File: src/rtl/seg_xlate_pkg.sv
`timescale 1ns/1ps
package seg_xlate_pkg;
   typedef enum logic {
      XL_TABLE     = 1'b0,
      XL_BASELIMIT = 1'b1
   } xl_mode_e;
endpackage

File: src/rtl/seg_table.sv
`timescale 1ns/1ps
// Flop-based segment table: one write port, one asynchronous read port.
module seg_table #(
   parameter int IDX_W = 3,
   parameter int PA_W  = 24,
   parameter int SZ_W  = 20
) (
   input  logic             clk,
   input  logic             rst_n,
   input  logic             we,
   input  logic [IDX_W-1:0] widx,
   input  logic [PA_W-1:0]  wbase,
   input  logic [SZ_W-1:0]  wsize,
   input  logic             wvld,
   input  logic [IDX_W-1:0] ridx,
   output logic [PA_W-1:0]  rbase,
   output logic [SZ_W-1:0]  rsize,
   output logic             rvld
);
   localparam int NENT = 1 << IDX_W;

   logic [PA_W-1:0] base_arr [NENT];
   logic [SZ_W-1:0] size_arr [NENT];
   logic [NENT-1:0] vld_arr;

   for (genvar i = 0; i < NENT; i++) begin : g_ent
      logic [PA_W-1:0] ent_base;
      logic [SZ_W-1:0] ent_size;
      logic            ent_vld;
      always_ff @(posedge clk) begin
         if (!rst_n) begin
            ent_base <= '0;
            ent_size <= '0;
            ent_vld  <= 1'b0;
         end else if (we && (widx == IDX_W'(i))) begin
            ent_base <= wbase;
            ent_size <= wsize;
            ent_vld  <= wvld;
         end
      end
      assign base_arr[i] = ent_base;
      assign size_arr[i] = ent_size;
      assign vld_arr[i]  = ent_vld;
   end

   assign rbase = base_arr[ridx];
   assign rsize = size_arr[ridx];
   assign rvld  = vld_arr[ridx];
endmodule

File: src/rtl/seg_check.sv
`timescale 1ns/1ps
// Bounds check and base addition for one looked-up entry.
module seg_check #(
   parameter int XW   = 19,
   parameter int PA_W = 24,
   parameter int SZ_W = 20
) (
   input  logic [XW-1:0]   x,
   input  logic [PA_W-1:0] base,
   input  logic [SZ_W-1:0] size,
   input  logic            vld,
   output logic            legal,
   output logic            nomap,
   output logic [PA_W-1:0] pa
);
   localparam int XPAD_SZ = SZ_W - XW;
   localparam int XPAD_PA = PA_W - XW;

   logic [SZ_W-1:0] x_sz;
   logic [PA_W-1:0] x_pa;

   assign x_sz  = {{XPAD_SZ{1'b0}}, x};
   assign x_pa  = {{XPAD_PA{1'b0}}, x};
   assign nomap = !vld;
   assign legal = vld && (x_sz < size);
   assign pa    = base + x_pa;
endmodule

File: src/rtl/seg_xlate.sv
`timescale 1ns/1ps
module seg_xlate
   import seg_xlate_pkg::*;
#(
   parameter int       SEG_W = 3,
   parameter int       OFS_W = 16,
   parameter int       PA_W  = 24,
   parameter xl_mode_e MODE  = XL_TABLE,
   localparam int      LA_W  = SEG_W + OFS_W,
   localparam int      SZ_W  = LA_W + 1
) (
   input  logic             clk,
   input  logic             rst_n,
   input  logic             tbl_we,
   input  logic [SEG_W-1:0] tbl_idx,
   input  logic [PA_W-1:0]  tbl_base,
   input  logic [SZ_W-1:0]  tbl_size,
   input  logic             tbl_valid,
   input  logic             req_valid,
   output logic             req_ready,
   input  logic [LA_W-1:0]  req_addr,
   output logic             rsp_valid,
   input  logic             rsp_ready,
   output logic [PA_W-1:0]  rsp_pa,
   output logic             rsp_pa_ok,
   output logic             rsp_fault,
   output logic             rsp_nomap,
   output logic [SEG_W-1:0] rsp_fault_seg
);
   localparam int IDX_W = (MODE == XL_TABLE) ? SEG_W : 1;

   if (SEG_W < 1) begin : g_err_seg
      $error("seg_xlate: SEG_W must be at least 1");
   end
   if (OFS_W < 1) begin : g_err_ofs
      $error("seg_xlate: OFS_W must be at least 1");
   end
   if (PA_W < LA_W) begin : g_err_pa
      $error("seg_xlate: PA_W must not be narrower than the logical address");
   end

   logic [SEG_W-1:0] seg_num;
   logic [LA_W-1:0]  x_ofs;
   logic [IDX_W-1:0] wr_idx;
   logic [IDX_W-1:0] rd_idx;
   logic             wr_en;

   if (MODE == XL_TABLE) begin : g_tab
      assign seg_num = req_addr[LA_W-1:OFS_W];
      assign x_ofs   = {{SEG_W{1'b0}}, req_addr[OFS_W-1:0]};
      assign wr_idx  = tbl_idx;
      assign rd_idx  = req_addr[LA_W-1:OFS_W];
      assign wr_en   = tbl_we;
   end else begin : g_bl
      assign seg_num = '0;
      assign x_ofs   = req_addr;
      assign wr_idx  = '0;
      assign rd_idx  = '0;
      assign wr_en   = tbl_we && (tbl_idx == '0);
   end

   logic [PA_W-1:0] ent_base;
   logic [SZ_W-1:0] ent_size;
   logic            ent_vld;
   logic            chk_legal;
   logic            chk_nomap;
   logic [PA_W-1:0] chk_pa;

   seg_table #(
      .IDX_W (IDX_W),
      .PA_W  (PA_W),
      .SZ_W  (SZ_W)
   ) u_table (
      .clk   (clk),
      .rst_n (rst_n),
      .we    (wr_en),
      .widx  (wr_idx),
      .wbase (tbl_base),
      .wsize (tbl_size),
      .wvld  (tbl_valid),
      .ridx  (rd_idx),
      .rbase (ent_base),
      .rsize (ent_size),
      .rvld  (ent_vld)
   );

   seg_check #(
      .XW   (LA_W),
      .PA_W (PA_W),
      .SZ_W (SZ_W)
   ) u_check (
      .x     (x_ofs),
      .base  (ent_base),
      .size  (ent_size),
      .vld   (ent_vld),
      .legal (chk_legal),
      .nomap (chk_nomap),
      .pa    (chk_pa)
   );

   assign req_ready = !rsp_valid || rsp_ready;

   always_ff @(posedge clk) begin
      if (!rst_n) begin
         rsp_valid     <= 1'b0;
         rsp_pa        <= '0;
         rsp_pa_ok     <= 1'b0;
         rsp_fault     <= 1'b0;
         rsp_nomap     <= 1'b0;
         rsp_fault_seg <= '0;
      end else if (req_ready) begin
         rsp_valid     <= req_valid;
         rsp_pa        <= (req_valid && chk_legal) ? chk_pa : '0;
         rsp_pa_ok     <= req_valid && chk_legal;
         rsp_fault     <= req_valid && !chk_legal;
         rsp_nomap     <= req_valid && chk_nomap;
         rsp_fault_seg <= (req_valid && !chk_legal) ? seg_num : '0;
      end
   end
endmodule

File: config.mk
export PLATFORM = sky130hd
export DESIGN_NAME = seg_xlate
export DESIGN_NICKNAME = d
export VERILOG_FILES = /design/src/rtl/seg_xlate_pkg.sv /design/src/rtl/seg_table.sv /design/src/rtl/seg_check.sv /design/src/rtl/seg_xlate.sv
export SDC_FILE = /design/constraint.sdc
export NUM_CORES = 1
export LEC_CHECK = 0
export ABC_CLOCK_PERIOD_IN_PS = 6250
export CORE_MARGIN = 2
export CORE_UTILIZATION = 40
export DETAILED_ROUTE_END_ITERATION = 8
export PLACE_DENSITY = 0.56
export SLEW_MARGIN = 20
export SYNTH_ARGS = -nofsm -noshare
export SYNTH_HDL_FRONTEND = slang
export SYNTH_SLANG_ARGS = --single-unit
File: constraint.sdc
create_clock -name clk -period 6.25 [get_ports clk]
set_input_delay 1.25 -clock clk [delete_from_list [all_inputs] [get_ports clk]]
set_output_delay 1.25 -clock clk [all_outputs]
set_load 0.01 [all_outputs]
==> results of run 1 <==
-- registers in the layout (all words and copies together), names as in the netlist --
signal / count
rsp_pa_ok: 1
u_table.g_ent.ent_size: 160
rsp_fault_seg: 3
rsp_nomap: 1
u_table.g_ent.ent_base: 192
rsp_valid: 1
rsp_pa: 24
rsp_fault: 1
u_table.g_ent.ent_vld: 8
-- layout make-up --
class / instances / area [µm²]
repair buffers: 133 / 1270
clock inverters: 10 / 110
well taps: 600 / 751
fillers: 4314 / 24200
multi-input cells: 1467 / 9670
flip-flops and latches: 391 / 7830
clock buffers: 71 / 1380
inverters: 7 / 26.3
-- report_power, final --
group	leakage (nW)	total, mW	internal (mW)	switching (mW)
combinational	3.21	0.483	0.195	0.289
clock	0.736	2.66	1.59	1.07
sequential	3.16	2.57	2.54	0.0256
-- worst register-to-register path: cells and delay by family (launching register included) --
family | cells | cell delay, ns
compound gates | 5 | 1.83
xor+xnor | 1 | 0.17
fa+ha+maj | 1 | 0.36
flops | 1 | 0.31
simple gates | 1 | 0.17
mux | 2 | 0.77
-- worst paths after layout --
path	endpoint	cells after the start
setup / recovery	rsp_pa[23]	12
hold / removal	u_table.g_ent[0].ent_base[17]	2
setup reg to reg	rsp_pa[23]	10
hold reg to reg	u_table.g_ent[0].ent_base[17]	2
-- kinds of logic after synthesis --
kind of cell,after synthesis
XOR/XNOR,20
adder cells (fa/ha/maj),32
AND/OR/NAND/NOR,833
AO/OA/AOI/OAI,458
flip-flops,391
multiplexers,124
buffers and inverters,194
-- synthesized netlist by cell type, drive strengths merged (2+ instances only) --
| library cell | count | share of area |
|---|---|---|
| nand2 | 742 | 0.15 |
| dfxtp | 391 | 0.43 |
| a21boi | 363 | 0.15 |
| clkbuf | 171 | 0.038 |
| mux4 | 83 | 0.10 |
| ha | 31 | 0.021 |
| mux2i | 25 | 0.014 |
| a21oi | 22 | 0.0060 |
| nor2b | 20 | 0.0069 |
| nor2 | 18 | 0.0037 |
| nand3 | 17 | 0.0047 |
| buf | 16 | 0.0045 |
| mux2 | 16 | 0.0099 |
| a22oi | 14 | 0.0058 |
| o21ai | 12 | 0.0033 |
| xnor2 | 12 | 0.0058 |
| a22o | 10 | 0.0048 |
| nor3 | 8 | 0.0025 |
| nor4 | 8 | 0.0027 |
| xor2 | 8 | 0.0038 |
| a21o | 7 | 0.0029 |
| inv | 7 | 0.0014 |
| nand2b | 4 | 0.0014 |
| o211ai | 4 | 0.0016 |
| o41ai | 4 | 0.0019 |
| nand4 | 3 | 0.0010 |
| o21a | 3 | 0.0012 |
| or2 | 3 | 0.0010 |
| or3 | 3 | 0.0010 |
| a2111oi | 2 | 0.0010 |
| a211o | 2 | 0.00096 |
| a211oi | 2 | 0.00082 |
| a31oi | 2 | 0.00069 |
| and3 | 2 | 0.00069 |
| nand4b | 2 | 0.00096 |
| o21bai | 2 | 0.00082 |
| o221ai | 2 | 0.00096 |
-- layer usage --
metal  wire length, µm  global-route usage  part of all wire
met2             26000               0.387              0.46
met1             26200               0.335              0.46
met3              3650              0.0457             0.064
met5                 0                   0                 0
met4              1210              0.0644             0.021
-- stage by stage --
stage                      util  worst slack [ns]  area [µm²]  instances
final                     0.465              1.21       21000       2679
after global routing      0.465              1.00       21000       2679
after CTS                 0.465              1.24       21000       2679
after detailed placement  0.432             0.626       19500       2598
after global placement    0.432             0.705       19500       2598
after floorplan               -              1.19       18200       2052
==> impl_metrics.yaml, run 1 <==
synth:
  ys.warnings.count: 0
  syn-num-nets: 2156
  synth.avg_cell_area_um2: 8.87
  yosysUniqueCellTypes: 58
  synth_compound_area_frac: 0.186
  ys.flop_type: "dfxtp_1"
  yosysSeqAreaShare: 0.430
  synth_top_family_by_area: "compound AO/OA/AOI/OAI gates"
  synth.area.mux_share: 0.127
  syn-cell-area_um2: 18200
  ys_ff_latch: 391
  synth-edff-count: 0
  yosys.area_share.xor_xnor: 0.00962
  synthSimpleGateAreaFrac: 0.181
  synthAdderAreaFrac: 0.0224
  async_flop_share: 0
  synthCells: 2052
power:
  totalPowerFinal_mw: 5.71
  peakVddDrop_v: 0.000177
  powerDensity_nw_per_um2: 272
  power_leakage_nw: 7.11
worst_setup_path:
  worst-path-buf-inv: 2
  path_max_fanout: 40
  path_cells: "buf_4 > buf_4 > mux4_2 > mux2_2 > ha_1 > nand3_1 > o211ai_1 > a31o_2 > a2111oi_1 > nor3_1 > xnor2_1 > a22o_1"
  reg2reg_slack_ns: 2.57
  critPathLaunchType: "input pin"
  r2r_start: "u_table.g_ent[7].ent_base[4]"
  cp-end-kind: "flop"
  critical_path_class: "in -> reg"
  cp_top_family: "compound AO/OA/AOI/OAI gates"
  worstPathArrival_ns: 5.51
  path_common_cell: "buf_4"
  critPathLaunch: "req_addr[16]"
  required_ns: 6.72
  crit_path_top_delay_cell: "a2111oi_1"
  slowest_delay_ns: 0.94
floorplan:
  ioPinCount: 104
  rows: 78
  start_util: 0.403
  die_w_um: 217
  die_y_um: 217
  core_area_um2: 45200
  dieArea_um2: 47300
cts:
  holdBufCountCts: 0
  clk_path_buf_depth: 3
  clk_pin_slew_ns: 0.06
  cts_resized: 0
  htree_levels: 2
  post_cts_buffers: 0
  tritoncts.num_buffers: 45
  cts.sinks: 391
  clock_latency_ns: 0.58
  cts_root_buf: "clkbuf_16"
  cts_tree: "built"
layout:
  drive_above_1_share: 0.103
  syn2layout_area_growth_pct: 15.5
  nets: 2149
  mostFrequentLayoutCell: "nand2_1"
  layout_common_cells: "nand2_1 (739), dfxtp_1 (391), a21boi_0 (361)"
  insertedDiodeCount: 0
drt:
  routed_via_density: 5.47
  wire_per_inst_um: 21.3
  ant_nets: 0
  drc_errors: 0
  vias: 14700
  drtIter0Drc: 1373
  firstDrtPassIters: 5
  wirelength_um: 57000
flow_run:
  drv_cap: 0
min_path:
  worstHoldStart: "u_table.g_ent[0].ent_base[17]"
  min_path_type: "reg -> reg"
timing:
  fin_crit_ns: 5.04
  hold_viol: 0
  max-slew-margin-rel: 0.244
  setup_tns_ns: 0
  setup_viol: 0
  rsz0062_at_grt: "false"
  slew_viol_final: 0
  tightest_slew_ns: 1.13
  finClkSkew_ns: 0.0225
  clock.fmax_mhz: 198
  whs_ns: 0.462
  fin_crit_sh: 0.806
global_routing:
  track_usage: 0.242
  grt_start_max_net_pins: 263
  antenna_found_initial: 0
  grt_pass1_vias: 14500
  grt_pass1_wl_um: 87700
  grt_overflow: 0
placed_design:
  io_buffers: 103
  gp_congestion: 0.842
  dp_hpwl_um: 33800
outcome:
  status: "finished, final reports clean"
(Power assumes the default switching activity.)
==> run 2, diff against run 1 <==
--- a/config.mk
+++ b/config.mk
@@ -5,7 +5,7 @@
 export SDC_FILE = /design/constraint.sdc
 export NUM_CORES = 1
 export LEC_CHECK = 0
-export ABC_CLOCK_PERIOD_IN_PS = 6250
+export ABC_CLOCK_PERIOD_IN_PS = 4700
 export CORE_MARGIN = 2
 export CORE_UTILIZATION = 40
 export DETAILED_ROUTE_END_ITERATION = 8
==> constraint.sdc (replaced) <==
create_clock -name clk -period 4.7 [get_ports clk]
set_input_delay 0.94 -clock clk [delete_from_list [all_inputs] [get_ports clk]]
set_output_delay 0.94 -clock clk [all_outputs]
set_load 0.01 [all_outputs]
==> impl_metrics.yaml, run 2 (synthesized netlist as in run 1, its figures left out) <==
cts:
  cts.sinks: 391
  clk_pin_slew_ns: 0.06
  clk_path_buf_depth: 3
  cts_tree: "built"
  tritoncts.num_buffers: 43
  cts_root_buf: "clkbuf_16"
  cts_resized: 0
  holdBufCountCts: 0
  post_cts_buffers: 0
  htree_levels: 2
  clock_latency_ns: 0.57
power:
  totalPowerFinal_mw: 7.30
  peakVddDrop_v: 0.000223
  power_leakage_nw: 7.06
  powerDensity_nw_per_um2: 348
layout:
  insertedDiodeCount: 0
  mostFrequentLayoutCell: "nand2_1"
  largest_register_ffs: 192
  layout_common_cells: "nand2_1 (739), dfxtp_1 (391), a21boi_0 (361)"
  reg_top3: "u_table.g_ent.ent_base x192, u_table.g_ent.ent_size x160, rsp_pa x24"
  final_cell_area_um2: 21000
  top_register: "u_table.g_ent.ent_base"
  syn2layout_area_growth_pct: 15.1
  fillers: 4296
  nets: 2148
  drive_above_1_share: 0.101
worst_setup_path:
  path_cells: "buf_4 > buf_12 > mux4_2 > mux2_2 > ha_1 > a21oi_1 > o211ai_1 > a31o_2 > a2111oi_2 > nor3_1 > xnor2_1 > a22o_1"
  critPathLaunchType: "input pin"
  path_max_fanout: 18
  timing.rr.end: "rsp_pa[18]"
  required_ns: 5.16
  cp-end-kind: "flop"
  crit_path_top_delay_cell: "a2111oi_2"
  worstPathArrival_ns: 4.35
  rr_worst_depth: 11
  critical_path_class: "in -> reg"
  r2r_start: "u_table.g_ent[7].ent_base[0]"
  slowest_delay_ns: 0.61
  reg2reg_slack_ns: 1.23
floorplan:
  ioPinCount: 104
  die_y_um: 217
  core_area_um2: 45200
  rows: 78
  die_w_um: 217
  dieArea_um2: 47300
  start_util: 0.403
timing:
  slew_viol_final: 0
  tightest_slew_ns: 1.10
  clock.fmax_mhz: 257
  fin_crit_ns: 3.89
  max-slew-margin-rel: 0.263
  setup_tns_ns: 0
  rsz0062_at_grt: "false"
  whs_ns: 0.464
  finClkSkew_ns: 0.0121
  setup_viol: 0
  hold_viol: 0
  fin_crit_sh: 0.829
drt:
  ant_nets: 0
  wirelength_um: 56900
  wire_per_inst_um: 21.3
  drc_errors: 0
  firstDrtPassIters: 5
  routed_via_density: 5.47
  vias: 14600
  drtIter0Drc: 1196
placed_design:
  io_buffers: 103
  place_area_um2: 19700
  dp_hpwl_um: 33600
  gp_congestion: 0.843
outcome:
  status: "finished, final reports clean"
min_path:
  min_path_type: "reg -> reg"
  whs_path_depth: 2
  worstHoldStart: "u_table.g_ent[7].ent_base[17]"
  whs_endpoint: "u_table.g_ent[7].ent_base[17]"
global_routing:
  grt_start_max_net_pins: 256
  track_usage: 0.241
  grt_overflow: 0
  antenna_found_initial: 1
  grt_pass1_vias: 14200
  grt_pass1_wl_um: 86600
flow_run:
  drv_cap: 0
[run 2: changes by cell type in the layout (fill, tap and decap cells not counted), sizes merged]
| cell | delta |
|---|---|
| clkinvlp | +1 |
| clkbuf | -8 |
| buf | +1 |
| inv | -1 |
| bufinv | -1 |
[run 2: power by group]
part / internal, mW / switching [mW]
clock: 1.86 / 1.37
sequential: 3.38 / 0.0344
combinational: 0.266 / 0.385
total: 5.51 / 1.79
[run 2: worst max path at each step]
| stage | start | endpoint |
|---|---|---|
| global route | req_addr[16] | rsp_fault_seg[2] |
| CTS | req_addr[16] | rsp_fault_seg[2] |
| finish | req_addr[17] | rsp_pa[19] |
| global placement | req_addr[17] | rsp_pa[23] |
| floorplan | req_addr[16] | rsp_pa[18] |
| detailed placement | req_addr[17] | rsp_pa[23] |
[run 2: layer usage]
layer	part of all wire	track usage	wire (µm)
met5	0.00030	0	17
met2	0.44	0.373	25200
met3	0.057	0.0305	3250
met1	0.47	0.346	26800
met4	0.027	0.0824	1550
[run 2: cell type report]
class                           instances  area [µm²]  share of cell area
Multi-Input combinational cell       1467        9670               0.461
Timing Repair Buffer                  134        1380              0.0659
Tap cell                              600         751              0.0358
Sequential cell                       391        7830               0.373
Clock inverter                          9        76.3             0.00364
Clock buffer                           63        1230              0.0587
Inverter                                7        26.3             0.00125
[run 2: critical path, delay by kind of cell]
kind            cells  cell delay [ns]
xor+xnor            1             0.16
fa+ha+maj           1             0.36
compound gates      5             1.51
buf+inv             2             0.41
simple gates        1             0.14
mux                 2             0.81
[run 2: metrics by stage]
stage / std cells / util / worst slack, ns
after floorplan: 2052 / - / 0.0999
after global placement: 2599 / 0.435 / 0.270
after detailed placement: 2599 / 0.435 / 0.224
after CTS: 2671 / 0.464 / 0.830
after global routing: 2671 / 0.464 / 0.568
final: 2671 / 0.464 / 0.806
==> run 3, diff against run 2 <==
--- a/config.mk
+++ b/config.mk
@@ -5,7 +5,7 @@
 export SDC_FILE = /design/constraint.sdc
 export NUM_CORES = 1
 export LEC_CHECK = 0
-export ABC_CLOCK_PERIOD_IN_PS = 4700
+export ABC_CLOCK_PERIOD_IN_PS = 3800
 export CORE_MARGIN = 2
 export CORE_UTILIZATION = 40
 export DETAILED_ROUTE_END_ITERATION = 8
==> constraint.sdc (replaced) <==
create_clock -name clk -period 3.8 [get_ports clk]
set_input_delay 0.76 -clock clk [delete_from_list [all_inputs] [get_ports clk]]
set_output_delay 0.76 -clock clk [all_outputs]
set_load 0.01 [all_outputs]
==> impl_metrics.yaml, run 3 (synthesized netlist as in run 1, its figures left out) <==
outcome:
  status: "finished, final reports clean"
worst_setup_path:
  reg2reg_slack_ns: 0.50
  critPathLaunch: "req_addr[16]"
  critical_path_class: "in -> reg"
  critPathLaunchType: "input pin"
  cp-end-kind: "flop"
  rr_worst_depth: 11
  timing.rr.end: "rsp_pa[23]"
  required_ns: 4.27
  path_max_fanout: 8
  worstPathArrival_ns: 4.04
  r2r_start: "u_table.g_ent[7].ent_base[4]"
global_routing:
  grt_pass1_vias: 14500
  grt_start_max_net_pins: 154
  grt_pass1_wl_um: 87200
  antenna_found_initial: 1
  grt_overflow: 0
  track_usage: 0.241
floorplan:
  core_area_um2: 45200
  ioPinCount: 104
  die_w_um: 217
  die_y_um: 217
  dieArea_um2: 47300
  rows: 78
  start_util: 0.403
timing:
  fin_crit_ns: 3.57
  clock.fmax_mhz: 280
  whs_ns: 0.460
  fin_crit_sh: 0.939
  setup_viol: 0
  max-slew-margin-rel: 0.463
  tightest_slew_ns: 0.805
  rsz0062_at_grt: "false"
  finClkSkew_ns: 0.0192
  hold_viol: 0
  slew_viol_final: 0
  setup_tns_ns: 0
flow_run:
  drv_cap: 0
layout:
  post-route-util: 0.481
  reg_top3: "u_table.g_ent.ent_base x192, u_table.g_ent.ent_size x160, rsp_pa x24"
  final_cell_area_um2: 21700
  insertedDiodeCount: 0
  fillers: 4218
  final_cells: 2746
  nets: 2217
  syn2layout_area_growth_pct: 19.4
  mostFrequentLayoutCell: "nand2_1"
  top_register: "u_table.g_ent.ent_base"
  largest_register_ffs: 192
  layout_common_cells: "nand2_1 (739), dfxtp_1 (391), a21boi_0 (361)"
  drive_above_1_share: 0.135
cts:
  cts.sinks: 391
  clk_path_buf_depth: 3
  post_cts_buffers: 0
  cts_tree: "built"
  clock_latency_ns: 0.58
  cts_resized: 0
  clk_pin_slew_ns: 0.06
  cts_root_buf: "clkbuf_16"
  holdBufCountCts: 0
  htree_levels: 2
  tritoncts.num_buffers: 45
min_path:
  whs_endpoint: "u_table.g_ent[2].ent_base[17]"
  worstHoldStart: "u_table.g_ent[2].ent_base[17]"
  min_path_type: "reg -> reg"
  whs_path_depth: 2
drt:
  firstDrtPassIters: 8
  wirelength_um: 56800
  ant_nets: 0
  drc_errors: 0
  routed_via_density: 5.41
  vias: 14800
  wire_per_inst_um: 20.7
  drtIter0Drc: 1232
placed_design:
  io_buffers: 103
  placedCellCount: 2666
  gp_congestion: 0.849
  dp_hpwl_um: 35700
  place_area_um2: 20200
power:
  peakVddDrop_v: 0.000315
  powerDensity_nw_per_um2: 438
  power_leakage_nw: 7.50
-- run 3: cell count changes in the layout (fill, tap and decap cells not counted), moves of 2 or more --
cell | before | now
buf_4 | 23 | 86
buf_12 | 10 | 14
bufinv_16 | 1 | 5
clkinv_2 | 6 | 9
clkbuf_1 | 12 | 10
clkbuf_16 | 43 | 45
-- run 3: power by group --
part           leakage [nW]  internal, mW  switching [mW]
sequential             3.16          4.18          0.0462
clock                 0.739          2.67            1.77
combinational          3.60         0.370           0.484
-- run 3: cell type report --
cell class              count  area, µm²  area share
clock inverters            17        220      0.0101
multi-input cells        1467       9700       0.446
inverters                   7       26.3     0.00121
repair buffers            201       1940      0.0891
clock buffers              63       1270      0.0586
well taps                 600        751      0.0345
flip-flops and latches    391       7830       0.360
-- run 3: per-layer routing --
metal	up-vias	part of all wire	track usage
li1	7073	-	-
met1	7272	0.48	0.352
met4	2	0.017	0.0564
met2	438	0.44	0.369
met3	64	0.064	0.0444
met5	-	0.00023	0
-- run 3: worst max-delay path by stage --
stage | to | slack [ns]
finish | rsp_pa[23] | 0.23
detailed placement | rsp_pa[23] | -0.36
CTS | rsp_pa[23] | 0.27
global route | rsp_pa[23] | 0.11
floorplan | rsp_pa[18] | -0.13
global placement | rsp_fault_seg[2] | -0.30
-- run 3: worst max-delay path: stages --
cell	delay, ns
buf_4	0.22
buf_4	0.23
mux4_2	0.51
mux2_2	0.28
ha_1	0.30
buf_4	0.16
nand3_1	0.08
o211ai_1	0.17
a31o_2	0.35
a2111oi_4	0.47
nor3_1	0.14
xnor2_1	0.15
a22o_1	0.21
-- run 3: per-stage QoR --
step	worst slack (ns)	total power, mW
after global placement	-0.302	5.16
after CTS	0.275	9.62
after global routing	0.106	9.85
after floorplan	-0.131	4.82
after detailed placement	-0.361	5.17
final	0.232	9.53
